[config.mk]
export PLATFORM = sky130hd
export DESIGN_NAME = hp_slot_ctrl
export DESIGN_NICKNAME = d
export VERILOG_FILES = /design/src/rtl/hp_slot_pkg.sv /design/src/rtl/hp_slot_decode.sv /design/src/rtl/hp_slot_lowbit.sv /design/src/rtl/hp_slot_gpe.sv /design/src/rtl/hp_slot_ctrl.sv
export SDC_FILE = /design/constraint.sdc
export NUM_CORES = 1
export LEC_CHECK = 0
export BUFFER_PORTS_ARGS = -buffer_cell sky130_fd_sc_hd__buf_2
export CAP_MARGIN = 0
export CORE_MARGIN = 2
export CORE_UTILIZATION = 50
export DETAILED_ROUTE_END_ITERATION = 8
export PLACE_DENSITY = 0.76
export SLEW_MARGIN = 20
export SYNTH_ARGS = -nofsm -noshare
export SYNTH_HDL_FRONTEND = slang
export SYNTH_SLANG_ARGS = --single-unit
export TNS_END_PERCENT = 20
[constraint.sdc]
create_clock -name clk -period 8.71 [get_ports clk]
set_input_delay 0 -clock clk [delete_from_list [all_inputs] [get_ports clk]]
set_output_delay 0 -clock clk [all_outputs]
set_load 0.05 [all_outputs]
[src/rtl/hp_slot_pkg.sv]
package hp_slot_pkg;
    typedef enum logic [1:0] {ST_IDLE, ST_DRAIN, ST_REBUILD} hp_state_e;
    typedef enum logic [2:0] {REG_NONE, REG_UP, REG_DOWN, REG_EJECT, REG_RMV, REG_STS, REG_EN} hp_reg_e;
    localparam logic [4:0] OFF_UP    = 5'h00;
    localparam logic [4:0] OFF_DOWN  = 5'h04;
    localparam logic [4:0] OFF_EJECT = 5'h08;
    localparam logic [4:0] OFF_RMV   = 5'h0C;
    localparam logic [4:0] OFF_STS   = 5'h10;
    localparam logic [4:0] OFF_EN    = 5'h14;
    localparam int ACC_BYTES = 4;
    localparam int EVT_BIT   = 1;
endpackage

[src/rtl/hp_slot_decode.sv]
module hp_slot_decode
    import hp_slot_pkg::*;
#(
    parameter int ADDR_W = 5,
    parameter int SIZE_W = 3
) (
    input  logic              acc_valid,
    input  logic              acc_write,
    input  logic [ADDR_W-1:0] acc_addr,
    input  logic [SIZE_W-1:0] acc_size,
    output hp_reg_e           reg_id,
    output logic              rd_en,
    output logic              wr_en
);
    always_comb begin
        reg_id = REG_NONE;
        if (acc_valid && acc_size == SIZE_W'(ACC_BYTES)) begin
            case (acc_addr)
                ADDR_W'(OFF_UP):    reg_id = REG_UP;
                ADDR_W'(OFF_DOWN):  reg_id = REG_DOWN;
                ADDR_W'(OFF_EJECT): reg_id = REG_EJECT;
                ADDR_W'(OFF_RMV):   reg_id = REG_RMV;
                ADDR_W'(OFF_STS):   reg_id = REG_STS;
                ADDR_W'(OFF_EN):    reg_id = REG_EN;
                default:            reg_id = REG_NONE;
            endcase
        end
        rd_en = (reg_id != REG_NONE) && !acc_write;
        wr_en = (reg_id != REG_NONE) && acc_write;
    end
endmodule

[src/rtl/hp_slot_lowbit.sv]
module hp_slot_lowbit #(
    parameter int W = 32
) (
    input  logic         clk,
    input  logic         rst_n,
    input  logic [W-1:0] vec,
    output logic [W-1:0] onehot,
    output logic         any
);
    for (genvar g = 0; g < W; g++) begin : g_bit
        if (g == 0) begin : g_first
            assign onehot[g] = vec[g];
        end else begin : g_rest
            assign onehot[g] = vec[g] & ~(|vec[g-1:0]);
        end
    end
    assign any = |vec;

    // only one slot is ever picked for ejection
    p_onehot_r4: assert property (@(posedge clk) disable iff (!rst_n)
        $onehot0(onehot) && (any == (onehot != '0)));
endmodule

[src/rtl/hp_slot_gpe.sv]
module hp_slot_gpe
    import hp_slot_pkg::*;
#(
    parameter int EW = 8
) (
    input  logic          clk,
    input  logic          rst_n,
    input  logic          set_evt,
    input  logic          sts_wr,
    input  logic          en_wr,
    input  logic [EW-1:0] wdata,
    output logic [EW-1:0] sts,
    output logic [EW-1:0] en,
    output logic          irq
);
    logic [EW-1:0] clr_bits;
    logic [EW-1:0] set_bits;

    assign clr_bits = sts_wr ? wdata : '0;
    assign set_bits = set_evt ? EW'(1 << EVT_BIT) : '0;

    always_ff @(posedge clk or negedge rst_n) begin
        if (!rst_n) begin
            sts <= '0;
            en  <= '0;
        end else begin
            sts <= (sts & ~clr_bits) | set_bits;
            if (en_wr) en <= wdata;
        end
    end

    assign irq = |(sts & en);

    // a new event survives a same-cycle clear
    p_set_wins_r11: assert property (@(posedge clk) disable iff (!rst_n)
        set_evt |=> sts[EVT_BIT]);
endmodule

[src/rtl/hp_slot_ctrl.sv]
module hp_slot_ctrl
    import hp_slot_pkg::*;
#(
    parameter int SLOTS  = 32,
    parameter int DATA_W = 32,
    parameter int ADDR_W = 5,
    parameter int SIZE_W = 3,
    parameter int EVT_W  = 8,
    localparam int SLOT_W = $clog2(SLOTS)
) (
    input  logic              clk,
    input  logic              rst_n,
    input  logic              acc_valid,
    input  logic              acc_write,
    input  logic [ADDR_W-1:0] acc_addr,
    input  logic [SIZE_W-1:0] acc_size,
    input  logic [DATA_W-1:0] acc_wdata,
    output logic [DATA_W-1:0] acc_rdata,
    input  logic              ins_valid,
    input  logic [SLOT_W-1:0] ins_slot,
    input  logic              rem_valid,
    input  logic [SLOT_W-1:0] rem_slot,
    input  logic              cold_valid,
    input  logic [SLOT_W-1:0] cold_slot,
    input  logic [SLOTS-1:0]  fixed_mask,
    input  logic [SLOTS-1:0]  populated_mask,
    input  logic              plat_reset,
    output logic              busy,
    output logic              evt_irq
);
    hp_state_e        state_q, state_n;
    logic [SLOTS-1:0] present_q, present_n;
    logic [SLOTS-1:0] down_q, down_n;
    logic [SLOTS-1:0] cap_q, cap_n;
    logic [SLOTS-1:0] low_in, sel;
    logic             sel_any;
    logic [SLOTS-1:0] ins_oh, rem_oh, cold_oh;
    logic             idle, eject_do;
    hp_reg_e          reg_id;
    logic             rd_en, wr_en;
    logic [EVT_W-1:0] gpe_sts, gpe_en;

    hp_slot_decode #(.ADDR_W(ADDR_W), .SIZE_W(SIZE_W)) u_decode (
        .acc_valid(acc_valid), .acc_write(acc_write), .acc_addr(acc_addr),
        .acc_size(acc_size), .reg_id(reg_id), .rd_en(rd_en), .wr_en(wr_en)
    );

    assign idle   = (state_q == ST_IDLE);
    assign low_in = (state_q == ST_DRAIN) ? down_q : acc_wdata[SLOTS-1:0];

    hp_slot_lowbit #(.W(SLOTS)) u_lowbit (
        .clk(clk), .rst_n(rst_n), .vec(low_in), .onehot(sel), .any(sel_any)
    );

    assign eject_do = (state_q == ST_DRAIN) ||
                      (idle && wr_en && reg_id == REG_EJECT && sel_any);
    assign ins_oh  = (idle && ins_valid)  ? (SLOTS'(1) << ins_slot)  : '0;
    assign rem_oh  = (idle && rem_valid)  ? (SLOTS'(1) << rem_slot)  : '0;
    assign cold_oh = (idle && cold_valid) ? (SLOTS'(1) << cold_slot) : '0;

    hp_slot_gpe #(.EW(EVT_W)) u_gpe (
        .clk(clk), .rst_n(rst_n),
        .set_evt(idle && (ins_valid || rem_valid)),
        .sts_wr(wr_en && reg_id == REG_STS),
        .en_wr(wr_en && reg_id == REG_EN),
        .wdata(acc_wdata[EVT_W-1:0]),
        .sts(gpe_sts), .en(gpe_en), .irq(evt_irq)
    );

    // next-state process
    always_comb begin
        state_n = state_q;
        unique case (state_q)
            ST_IDLE:    if (plat_reset) state_n = (down_q != '0) ? ST_DRAIN : ST_REBUILD;
            ST_DRAIN:   if ((down_q & ~sel) == '0) state_n = ST_REBUILD;
            ST_REBUILD: state_n = ST_IDLE;
            default:    state_n = ST_IDLE;
        endcase
    end

    // state register
    always_ff @(posedge clk or negedge rst_n) begin
        if (!rst_n) state_q <= ST_REBUILD;
        else        state_q <= state_n;
    end

    // mask update and outputs
    always_comb begin
        present_n = present_q;
        down_n    = down_q;
        cap_n     = cap_q;
        busy      = 1'b0;
        unique case (state_q)
            ST_IDLE, ST_DRAIN: begin
                busy = (state_q == ST_DRAIN);
                if (eject_do) begin
                    down_n    = down_n & ~sel;
                    present_n = present_n & ~(sel & ~fixed_mask);
                end
                present_n = present_n | ins_oh | cold_oh;
                down_n    = down_n | rem_oh;
            end
            ST_REBUILD: begin
                busy      = 1'b1;
                cap_n     = ~fixed_mask;
                present_n = populated_mask;
                down_n    = '0;
            end
            default: ;
        endcase
    end

    always_ff @(posedge clk or negedge rst_n) begin
        if (!rst_n) begin
            present_q <= '0;
            down_q    <= '0;
            cap_q     <= '1;
            acc_rdata <= '0;
        end else begin
            present_q <= present_n;
            down_q    <= down_n;
            cap_q     <= cap_n;
            if (acc_valid && !acc_write) begin
                acc_rdata <= '0;
                if (rd_en) begin
                    case (reg_id)
                        REG_UP:   acc_rdata <= DATA_W'(present_q & cap_q);
                        REG_DOWN: acc_rdata <= DATA_W'(down_q);
                        REG_RMV:  acc_rdata <= DATA_W'(cap_q);
                        REG_STS:  acc_rdata <= DATA_W'(gpe_sts);
                        REG_EN:   acc_rdata <= DATA_W'(gpe_en);
                        default:  acc_rdata <= '0;
                    endcase
                end
            end
        end
    end

    // an insert marks the slot present
    p_ins_present_r6: assert property (@(posedge clk) disable iff (!rst_n)
        (idle && ins_valid) |=> present_q[$past(ins_slot)]);

    // coldplug alone raises no event status
    p_cold_quiet_r7: assert property (@(posedge clk) disable iff (!rst_n)
        (idle && cold_valid && !ins_valid && !rem_valid && gpe_sts == '0)
        |=> gpe_sts == '0);

    // each drain cycle retires exactly one pending removal
    p_drain_step_r9: assert property (@(posedge clk) disable iff (!rst_n)
        (state_q == ST_DRAIN) |=> $countones(down_q) == $countones($past(down_q)) - 1);

    // an eject without a competing request clears the chosen pending bit
    p_eject_clears_r4: assert property (@(posedge clk) disable iff (!rst_n)
        (idle && wr_en && reg_id == REG_EJECT && sel_any && !rem_valid)
        |=> (down_q & $past(sel)) == '0);
endmodule

==> summary.txt, run 1 <==
Power
  – Power share of the combinational group: a little under two fifths
  – Pleak: approximately 0.0048 µW
  – Sequential Power Share: a little over a third
  – Sw frac: between 40% and 50%
  – Maximum vdd drop: between 0.2 and 0.25 mV
  – Power Dens Cells: about 260 nW/µm²
  – Clock power share: between 20% and 30%
  – Sw power: about 1200 µW
  – Int Pwr: about 1700 µW
  – Total power: 2940 µW

Critical path
  – Max incr delay on CP: 0.75 ns
  – Critical path type: reg -> reg
  – Crit path capture type: flip-flop
  – Reg2reg setup slack: about 4.2 ns
  – FF-to-FF path depth: 13
  – Worst path slowest cell: o21ai_1
  – Critical Path Fanout Max: a little over 80
  – Crit-path cells: inv_1 > ha_2 > buf_4 > mux2i_2 > o221ai_2 > nor3_1 > buf_4 > a31oi_1 > or2_0 > buf_4 > o21ai_1 > o21ai_0 > o21ai_0
  – Buf/Inv on CP: 4
  – Worst Path Required: about 9.1 ns
  – Worst Setup Start Kind: flip-flop
  – CP most frequent cell: buf_4
  – Data arrival time of the worst path: just under 5 ns
  – Delay-heaviest family, CP: compound AO/OA/AOI/OAI gates
  – CP Depth: 13
  – Setup crit start: state_q[1]
  – Worst R2R End: down_q[9]
  – CP Capture Point: down_q[9]
  – Worst reg2reg startpoint: state_q[1]

Timing
  – Pins Over Slew Limit: 0
  – Rel. slew slack: between 30% and 40%
  – Period utilization: 52.2%
  – Max Clock Skew: approximately 0.0087 ns
  – Min Tclk post-route: about 4.5 ns
  – Setup WS post-layout: 4.16 ns
  – Final hold vios: 0
  – Sum Neg Setup Slack: 0 ns
  – # setup viols final: 0
  – RSZ-0062 raised after global routing: false
  – Least-Margin Pin Slew: between 1 and 1.5 ns
  – Max frequency: 220 MHz

Global route
  – Vias in the first global route: between 9k and 10k
  – Overall global routing resource usage: 34.4%
  – Initial antenna violation count: 1
  – First-pass GRT wire length: 51800 µm
  – Gr ovfl total: 0
  – Pin count of the biggest net entering global routing: 85

Clock tree
  – Clk_lat worst skew: around 0.44 ns
  – Clock Tree Root: clkbuf_16
  – Clock Path Buffers: 2
  – CTS tree: built
  – H-tree lvl count: 4
  – Clock Sinks: 146
  – Clock slew at reported path FFs: roughly 0.07 ns
  – Inserted Clock Buffers: 17

Yosys
  – Unique masters post-synth: 76
  – Top FF cell, synth: dfrtp_1
  – Sequential-to-total area share from yosys stat: between 40% and 50%
  – Syn_area_per_cell: between 8 and 9 µm²
  – Synthesis warning total: 0
  – Post-Syn Instances: 1052
  – Syn_nets: 1183
  – Flop and latch count out of synthesis: between 100 and 150
  – Post-synth EDFFs: 0
  – Netlist Area Pre-Place: 9130 µm²
  – Asr flop ratio synth: 100%

Layout
  – Commonest cells after routing, fill and taps aside: buf_2, dfrtp_1, o21ai_0
  – Final core utilization: a little over three fifths
  – Layout area overhead: 24.4%
  – Layout cells sized above 1: between 20% and 30%
  – Most common cell after layout, fill and taps aside: buf_2
  – Final Net Count: 1373
  – Post-Layout Cell Count: between 1k and 1.5k

Floorplanning
  – Die span in y: 139 µm
  – Initial core utilization: roughly half
  – Total core area: ~18000 µm²
  – Full die area: 19300 µm²
  – Die W: about 140 µm
  – Ports: 161
  – Rows: 49

Drt
  – Initial detailed-routing violation count: about 1.5k
  – DR WL/cell: approximately 23 µm
  – Wl on met1: 14100 µm
  – DR pass1 iterations: 8
  – Met2 wire length: roughly 15000 µm
  – Post-DRT Antenna Nets: 0
  – Via count: around 10k
  – Top routing layer in use: met4
  – Post-DR vias/cell: 6.64
  – Post-detailed-routing wire length: ~34000 µm
  – Met3 WL: 3920 µm
  – DRC Markers: 0

Placed design
  – Placer congestion estimate: 1.01
  – Placement Setup Slack: ~4.4 ns
  – I/O Buffers: 160
  – DP HPWL: between 20000 and 25000 µm
  – Placed insts: roughly 1.4k

Run
  – Max_cap viols: 0

Outcome
  – Outcome: complete, no violations

Worst hold path
  – Worst hold path type: in -> reg
-- cell usage after synthesis, types with 16 or more instances --
cell type  instances  area [µm²]
nor2_1            93         349
a22oi_1           43         323
a21oi_1           70         350
dfstp_2           33         867
dfrtp_1          113        2830
mux2_2            19         214
nor3_1            19        95.1
nand2b_1          27         169
o221ai_1          16         140
o211ai_1          18         135
o21ai_0           95         475
nand2_1           82         308
nand3_1           24         120
a21o_1            24         180
inv_1             41         154
clkbuf_1          52         195
o22ai_1           38         238
-- logic make-up after synthesis --
| kind of cell | after synthesis | synth area share [%] |
|---|---|---|
| buffers and inverters | 118 | 5.32 |
| AO/OA/AOI/OAI | 420 | 30.6 |
| adder cells (fa/ha/maj) | 4 | 0.548 |
| AND/OR/NAND/NOR | 335 | 19.6 |
| flip-flops | 146 | 40.5 |
| multiplexers | 29 | 3.48 |
-- flip-flops by register name (all words and copies together), names as in the netlist --
register / flops
u_gpe.sts: 8
present_q: 32
u_gpe.en: 8
state_q: 2
cap_q: 32
acc_rdata: 32
down_q: 32
-- power groups by stage --
| stage | clock, µW | combinational (µW) | sequential, µW |
|---|---|---|---|
| floorplan | 0 | 810 | 1010 |
| global placement | 0 | 1030 | 1060 |
| detailed placement | 0 | 1050 | 1070 |
| CTS | 757 | 1090 | 1060 |
| global route | 786 | 1220 | 1080 |
| finish | 756 | 1120 | 1070 |
-- metal layers --
metal | global-route usage (%) | vias to the layer above
met4 | 11.3 | 0
met3 | 7.39 | 91
li1 | - | 4336
met2 | 51.2 | 732
met5 | 0 | -
met1 | 50.0 | 4703
-- stage by stage --
step | hold slack, ns | instance area [µm²]
floorplan | -0.296 | 9130
global placement | 0.121 | 10000
detailed placement | 0.120 | 10000
CTS | 0.0105 | 11400
global route | 0.0195 | 11400
finish | 0.0116 | 11400
-- how the worst min path moves through the flow --
stage,start,end,slack [ns],cells after the start
2_1_floorplan,rst_n,acc_rdata[0],-0.30,0
3_3_place_gp,rst_n,acc_rdata[11],0.12,1
3_5_place_dp,rst_n,acc_rdata[11],0.12,1
4_1_cts,populated_mask[30],present_q[30],0.01,4
5_1_grt,populated_mask[10],present_q[10],0.02,4
6_report,populated_mask[30],present_q[30],0.01,4
-- what timing repair did --
action / in CTS / in global routing
endpoints found under the setup margin: 0 / 0
setup buffers: 0 / 0
hold buffers: 75 / 0
endpoints found under the hold margin: 152 / 0
gates resized for setup: 0 / 0
-- tightest hold or removal path, cell delays in order --
cell      delay [ns]
buf_2           0.10
nand2b_1        0.14
nand2_1         0.07
o211ai_1        0.08
-- area by class of cell --
type / instances / area, µm²
diodes: 1 / 2.50
clock buffers: 18 / 439
clock inverters: 14 / 155
fillers: 1517 / 6610
inverters: 42 / 158
multi-input cells: 788 / 4970
flip-flops and latches: 146 / 3690
well taps: 229 / 287
repair buffers: 247 / 1650
No activity file was read; power rests on OpenSTA's default activity.
==> run 2, diff against run 1 <==
--- a/config.mk
+++ b/config.mk
@@ -5,12 +5,13 @@
 export SDC_FILE = /design/constraint.sdc
 export NUM_CORES = 1
 export LEC_CHECK = 0
+export ABC_AREA = 1
 export BUFFER_PORTS_ARGS = -buffer_cell sky130_fd_sc_hd__buf_2
 export CAP_MARGIN = 0
 export CORE_MARGIN = 2
 export CORE_UTILIZATION = 50
 export DETAILED_ROUTE_END_ITERATION = 8
-export PLACE_DENSITY = 0.76
+export PLACE_DENSITY = 0.75
 export SLEW_MARGIN = 20
 export SYNTH_ARGS = -nofsm -noshare
 export SYNTH_HDL_FRONTEND = slang
==> constraint.sdc (replaced) <==
create_clock -name clk -period 4.41 [get_ports clk]
set_input_delay 0 -clock clk [delete_from_list [all_inputs] [get_ports clk]]
set_output_delay 0 -clock clk [all_outputs]
set_load 0.05 [all_outputs]
==> summary.txt, run 2 <==
Yosys
  – Synthesis warning total: 0 (unchanged)
  – Mux contribution to synthesized area: 0% (-3.5 points)
  – Largest family of logic cells by synthesized area: simple AND/OR/NAND/NOR gates
  – Post-synth EDFFs: 0 (unchanged)
  – Simple-gate share of the synthesized area: 32.2% (+13 points)
  – Sequential-to-total area share from yosys stat: 38.6% (-1.9 points)
  – XOR/XNOR Fraction of Synth Area: 0% (unchanged)
  – Unique masters post-synth: 42 (-45%)
  – Top FF cell, synth: dfrtp_1
  – Post-synth top area share: 29.5% (-1.5 points)
  – Syn_area_per_cell: 6.71 µm² (-23%)
  – Post-Synth Adder-Cell Area: 0.522% (-0.026 points)
  – Commonest cells post-synth: nand2_1, o21ai_0, nor2_1
  – Cell with the most instances after synthesis: nand2_1
  – Asr flop ratio synth: 100% (unchanged)
  – Syn_nets: 1558 (+32%)
  – Flop and latch count out of synthesis: 146 (unchanged)
  – Post-synthesis compound-gate area fraction: 19.5% (-11 points)
  – Netlist Area Pre-Place: 9580 µm² (+5.0%)
  – Synth area leaders: dfrtp_1, nand2_1, o21ai_0
  – Yosys top cell by area: dfrtp_1
  – Post-Syn Instances: 1427 (+36%)

Timing
  – Final hold vios: 0 (unchanged)
  – # setup viols final: 0 (unchanged)
  – Max frequency: 280 MHz (+27%)
  – Min Tclk post-route: 3.57 ns (-0.976 ns)
  – Pins Over Slew Limit: 0 (unchanged)
  – Least-Margin Pin Slew: 1.08 ns (+0.0478 ns)
  – Sum Neg Setup Slack: 0 ns (unchanged)
  – Period utilization: 80.9% (+29 points)
  – RSZ-0062 raised after global routing: false
  – Rel. slew slack: 27.8% (-2.7 points)
  – Max Clock Skew: 0.0134 ns (+0.00470 ns)
  – Hold slack: 0.000419 ns (-0.0111 ns)

Drt
  – Post-detailed-routing wire length: 36700 µm (+8.4%)
  – Post-DR vias/cell: 5.95 (-10%)
  – Initial detailed-routing violation count: 1099 (-27%)
  – DR WL/cell: 19.7 µm (-14%)
  – Via count: 11.1k (+12%)
  – DR pass1 iterations: 6 (-2)
  – Post-DRT Antenna Nets: 0 (unchanged)
  – DRC Markers: 0 (unchanged)

Critical path
  – Crit-path cells: inv_1 > ha_1 > buf_4 > inv_8 > nand2_1 > nand2_1 > nand2_1 > nor2_4 > nand2_4 > nor2_8 > nand4_1 > nand4_1 > nand2_2 > buf_4 > nand2_1 > a21boi_0 > o21ai_0
  – Max incr delay on CP: 0.55 ns (-0.20 ns)
  – Worst Path Required: 4.75 ns (-4.30 ns)
  – Crit path capture type: flip-flop
  – Delay-heaviest family, CP: simple AND/OR/NAND/NOR gates
  – Data arrival time of the worst path: 3.91 ns (-0.97 ns)
  – Worst Setup Start Kind: flip-flop
  – Worst path slowest cell: dfstp_2
  – Critical path type: reg -> reg
  – Buf/Inv on CP: 4 (unchanged)
  – CP most frequent cell: nand2_1
  – Critical Path Fanout Max: 32 (-60%)

Global route
  – First-pass GRT wire length: 55900 µm (+7.9%)
  – Initial antenna violation count: 0 (-1)
  – Gr ovfl total: 0 (unchanged)
  – Overall global routing resource usage: 36.2% (+1.9 points)
  – Pin count of the biggest net entering global routing: 70 (-18%)
  – Vias in the first global route: 10.3k (+13%)

Outcome
  – Outcome: complete, no violations

Placed design
  – Placer congestion estimate: 1.03 (+2.1%)
  – I/O Buffers: 160 (unchanged)
  – DP HPWL: 26900 µm (+15%)
  – Post-DP Area: 10400 µm² (+4.2%)

Layout
  – Layout area overhead: 22.1%
  – Most common cell after layout, fill and taps aside: nand2_1
  – Post-route cell area: 11700 µm² (+3.1%)
  – Layout cells sized above 1: 17.5% (-5.3 points)
  – Number of diodes: 0 (-1)
  – Final Net Count: 1745 (+27%)
  – Commonest cells after routing, fill and taps aside: nand2_1, o21ai_0, buf_2

Power
  – Power Dens Cells: 545 nW/µm² (+110%)
  – Power share of the combinational group: 41.9% (+3.8 points)
  – Pleak: 0.00578 µW (+21%)
  – Sw power: 2900 µW (+140%)
  – Maximum vdd drop: 0.359 mV (+71%)
  – Clock power share: 21.4% (-4.3 points)
  – Sw frac: 45.4% (+4.8 points)
  – Int Pwr: 3480 µW (+99%)
  – Sequential Power Share: 36.7% (+0.4 points)

Clock tree
  – Postcts setup bufs: 0 (unchanged)
  – Clock Tree Root: clkbuf_16
  – Inserted Clock Buffers: 17 (unchanged)
  – CTS tree: built
  – Clock Path Buffers: 2 (unchanged)
  – Clk_lat worst skew: 0.44 ns (about the same)
  – Clock Sinks: 146 (unchanged)
  – CTS resizes: 0 (unchanged)
  – H-tree lvl count: 4 (unchanged)
  – Clock slew at reported path FFs: 0.07 ns (about the same)

Floorplanning
  – Initial core utilization: 51.1% (+0.26 points)
  – Rows: 50 (+2.0%)
  – Ports: 161 (unchanged)
  – Total core area: 18800 µm² (+4.5%)
  – Full die area: 20300 µm² (+4.9%)
  – Die span in y: 142 µm (+2.4%)
  – Die W: 142 µm (+2.4%)

Worst hold path
  – Worst hold path type: in -> async

Run
  – Max_cap viols: 0 (unchanged)
==> run 2: cell count changes after synthesis, moves of 39 or more <==
cell / change
nor2_1: +42
nand3_1: +44
inv_1: +88
a21oi_1: -39
nand2_1: +333
o21ai_0: +117
==> run 2: metrics by stage <==
stage	util [%]	worst slack, ns	std cells	power [µW]
finish	62.3	0.841	1861	6370
global route	62.3	0.542	1861	6790
CTS	62.3	0.899	1861	6300
detailed placement	55.6	0.926	1756	4890
global placement	55.6	1.08	1756	4810
floorplan	-	1.89	1427	4120
==> run 2: kinds of logic after synthesis <==
kind of cell / count (synthesis)
adder cells (fa/ha/maj): 4
flip-flops: 146
AO/OA/AOI/OAI: 343
AND/OR/NAND/NOR: 721
buffers and inverters: 213
==> run 2: power by group through the flow <==
stage | registers (µW) | clock network (µW) | logic (µW)
after floorplan | 2170 | 0 | 1950
after global placement | 2320 | 0 | 2490
after detailed placement | 2340 | 0 | 2560
after CTS | 2320 | 1360 | 2620
after global routing | 2370 | 1430 | 2980
final | 2340 | 1370 | 2670
==> run 2: final timing paths <==
kind | from | end | slack [ns] | cells past startpoint
min in group clk | populated_mask[11] | present_q[11] | 0.01 | 3
max in group asynchronous | rst_n | present_q[16] | 3.18 | 3
setup / recovery | state_q[1] | present_q[10] | 0.84 | 17
hold / removal | rst_n | u_gpe.sts[7] | 0.0004 | 2
setup reg to reg | state_q[1] | present_q[10] | 0.84 | 17
hold reg to reg | u_gpe.en[3] | u_gpe.en[3] | 0.49 | 2
==> run 2: final cells by class <==
class | instances | area (µm²)
clock buffer | 19 | 433
clock inverter | 13 | 108
inverter | 133 | 507
sequential | 146 | 3690
multi-input combinational | 1068 | 5010
fill | 1737 | 7070
timing repair buffer | 248 | 1650
tap | 234 | 293
==> run 2: routing by layer <==
| metal | wire length (µm) | global-route usage [%] | vias up | part of all wire, % |
|---|---|---|---|---|
| met5 | 0 | 0 | - | 0 |
| met4 | 2070 | 18.3 | 0 | 5.6 |
| met3 | 3140 | 5.72 | 149 | 8.6 |
| met2 | 17100 | 59.8 | 662 | 47 |
| met1 | 14300 | 46.2 | 5164 | 39 |
| li1 | - | - | 5095 | - |
==> run 2: what timing repair did <==
action | in CTS | in global routing
hold buffers | 73 | 0
endpoints found under the setup margin | 0 | 0
endpoints found under the hold margin | 138 | 0
==> run 3, diff against run 2 <==
==> constraint.sdc (replaced) <==
create_clock -name clk -period 3.68 [get_ports clk]
set_input_delay 0 -clock clk [delete_from_list [all_inputs] [get_ports clk]]
set_output_delay 0 -clock clk [all_outputs]
set_load 0.05 [all_outputs]
==> summary.txt, run 3 (synthesis results as in run 2) <==
Critical path
  – Crit path capture type: flip-flop
  – Worst reg2reg startpoint: state_q[1]
  – FF-to-FF path depth: 17 (unchanged)
  – Worst Path Required: 4.06 ns (-0.69 ns)
  – Data arrival time of the worst path: 3.69 ns (-0.22 ns)
  – Worst Setup Start Kind: flip-flop
  – Worst R2R End: present_q[3]
  – Critical Path Fanout Max: 32 (unchanged)
  – Critical path type: reg -> reg
  – Reg2reg setup slack: 0.37 ns (-0.47 ns)

Global route
  – Gr ovfl total: 0 (unchanged)
  – Overall global routing resource usage: 36.3% (+0.046 points)
  – Initial antenna violation count: 0 (unchanged)
  – Pin count of the biggest net entering global routing: 94 (+34%)
  – First-pass GRT wire length: 55600 µm (-0.53%)
  – Vias in the first global route: 10.1k (-2.1%)

Layout
  – Number of diodes: 0 (unchanged)
  – Layout area overhead: 23.3%
  – Most common cell after layout, fill and taps aside: nand2_1
  – Post-route cell area: 11800 µm² (+0.95%)
  – Layout cells sized above 1: 17.6% (+0.19 points)
  – Final Net Count: 1750 (+0.29%)
  – Commonest cells after routing, fill and taps aside: nand2_1, o21ai_0, buf_2

Timing
  – Setup WS post-layout: 0.372 ns (-0.469 ns)
  – Least-Margin Pin Slew: 0.903 ns (-0.175 ns)
  – Pins Over Slew Limit: 0 (unchanged)
  – Rel. slew slack: 39.8% (+12 points)
  – Period utilization: 89.9% (+9.0 points)
  – Max Clock Skew: 0.0142 ns (+0.000797 ns)
  – Min Tclk post-route: 3.31 ns (-0.261 ns)
  – RSZ-0062 raised after global routing: false
  – Max frequency: 302 MHz (+7.9%)
  – Final hold vios: 0 (unchanged)
  – Sum Neg Setup Slack: 0 ns (unchanged)
  – Hold slack: 0.107 ns (+0.106 ns)
  – # setup viols final: 0 (unchanged)

Drt
  – DR WL/cell: 19.6 µm (-0.63%)
  – DR pass1 iterations: 6 (unchanged)
  – Via count: 10.8k (-2.7%)
  – Post-DRT Antenna Nets: 0 (unchanged)
  – DRC Markers: 0 (unchanged)
  – Post-DR vias/cell: 5.77 (-2.9%)
  – Initial detailed-routing violation count: 960 (-13%)
  – Post-detailed-routing wire length: 36500 µm (-0.37%)

Placed design
  – Placer congestion estimate: 0.991 (-3.7%)
  – Post-DP Area: 10500 µm² (+0.26%)
  – DP HPWL: 26700 µm (-0.72%)
  – Placement Setup Slack: 0.445 ns (-0.480 ns)
  – I/O Buffers: 160 (unchanged)

Worst hold path
  – Worst hold endpoint: down_q[24]
  – Min-Delay Startpoint: rem_slot[1]
  – Worst hold path type: in -> reg
  – Hold-critical path depth: 6

Floorplanning
  – Full die area: 20300 µm² (unchanged)
  – Ports: 161 (unchanged)
  – Total core area: 18800 µm² (unchanged)
  – Initial core utilization: 51.1% (unchanged)
  – Die span in y: 142 µm (unchanged)
  – Rows: 50 (unchanged)
  – Die W: 142 µm (unchanged)

Clock tree
  – CTS tree: built
  – Inserted Clock Buffers: 17 (unchanged)
  – H-tree lvl count: 4 (unchanged)
  – Clock slew at reported path FFs: 0.07 ns (about the same)
  – Clock Tree Root: clkbuf_16
  – Clock Sinks: 146 (unchanged)
  – Postcts setup bufs: 0 (unchanged)
  – Clk_lat worst skew: 0.44 ns (about the same)
  – CTS resizes: 0 (unchanged)
  – Clock Path Buffers: 2 (unchanged)

Power
  – Pleak: 0.00584 µW (+1.1%)
  – Power Dens Cells: 656 nW/µm² (+21%)
  – Maximum vdd drop: 0.391 mV (+8.9%)

Outcome
  – Outcome: complete, no violations

Run
  – Max_cap viols: 0 (unchanged)
-- run 3: report_power, final --
part	switching [µW]	internal, µW	total (µW)
registers	499	2290	2790
clock network	792	993	1790
logic	2160	1030	3180
total	3450	4310	7750
-- run 3: worst max-delay path: stages, from the launching register on --
cell     delay [ns]
dfstp_2        0.55
inv_1          0.06
ha_1           0.27
inv_8          0.21
nand2_1        0.10
nand2_1        0.13
nand2_1        0.12
nor2_4         0.17
nand2_4        0.11
nor2_8         0.27
nand4_1        0.14
nand4_1        0.11
nand2_2        0.27
inv_2          0.38
o21ai_0        0.12
nand2_1        0.08
nand2_1        0.06
nand2_1        0.05
-- run 3: area by class of cell --
type	count	area, µm²
Fill cell	1712	6960
Sequential cell	146	3690
Multi-Input combinational cell	1068	5010
Clock buffer	19	453
Timing Repair Buffer	253	1710
Clock inverter	13	141
Tap cell	234	293
Inverter	133	507
-- run 3: repair_timing --
action,4_1_cts,5_1_grt
hold endpoints to repair,143,0
endpoints found under the setup margin,0,0
hold buffers,76,0
-- run 3: how the worst max path moves through the flow --
| stage | start | to |
|---|---|---|
| 6_report | state_q[1] | present_q[3] |
| 5_1_grt | state_q[1] | down_q[24] |
| 4_1_cts | state_q[1] | present_q[3] |
| 3_5_place_dp | state_q[1] | down_q[20] |
| 3_3_place_gp | state_q[1] | down_q[16] |
| 2_1_floorplan | state_q[1] | state_q[0] |
-- run 3: metal layers --
metal | share of wire [%] | wire (µm) | up-vias | global-route usage, %
met3 | 7.0 | 2570 | 116 | 5.25
met1 | 40 | 14700 | 5001 | 46.1
li1 | - | - | 5110 | -
met4 | 6.3 | 2300 | 0 | 22.6
met5 | 0 | 0 | - | 0
met2 | 46 | 17000 | 547 | 58.4
-- run 3: stage by stage --
stage	utilization, %	std cells	total power, µW
finish	62.9	1866	7750
global route	62.9	1866	8300
CTS	62.9	1866	7710
detailed placement	55.7	1758	5860
global placement	55.7	1758	5790
floorplan	-	1427	4940
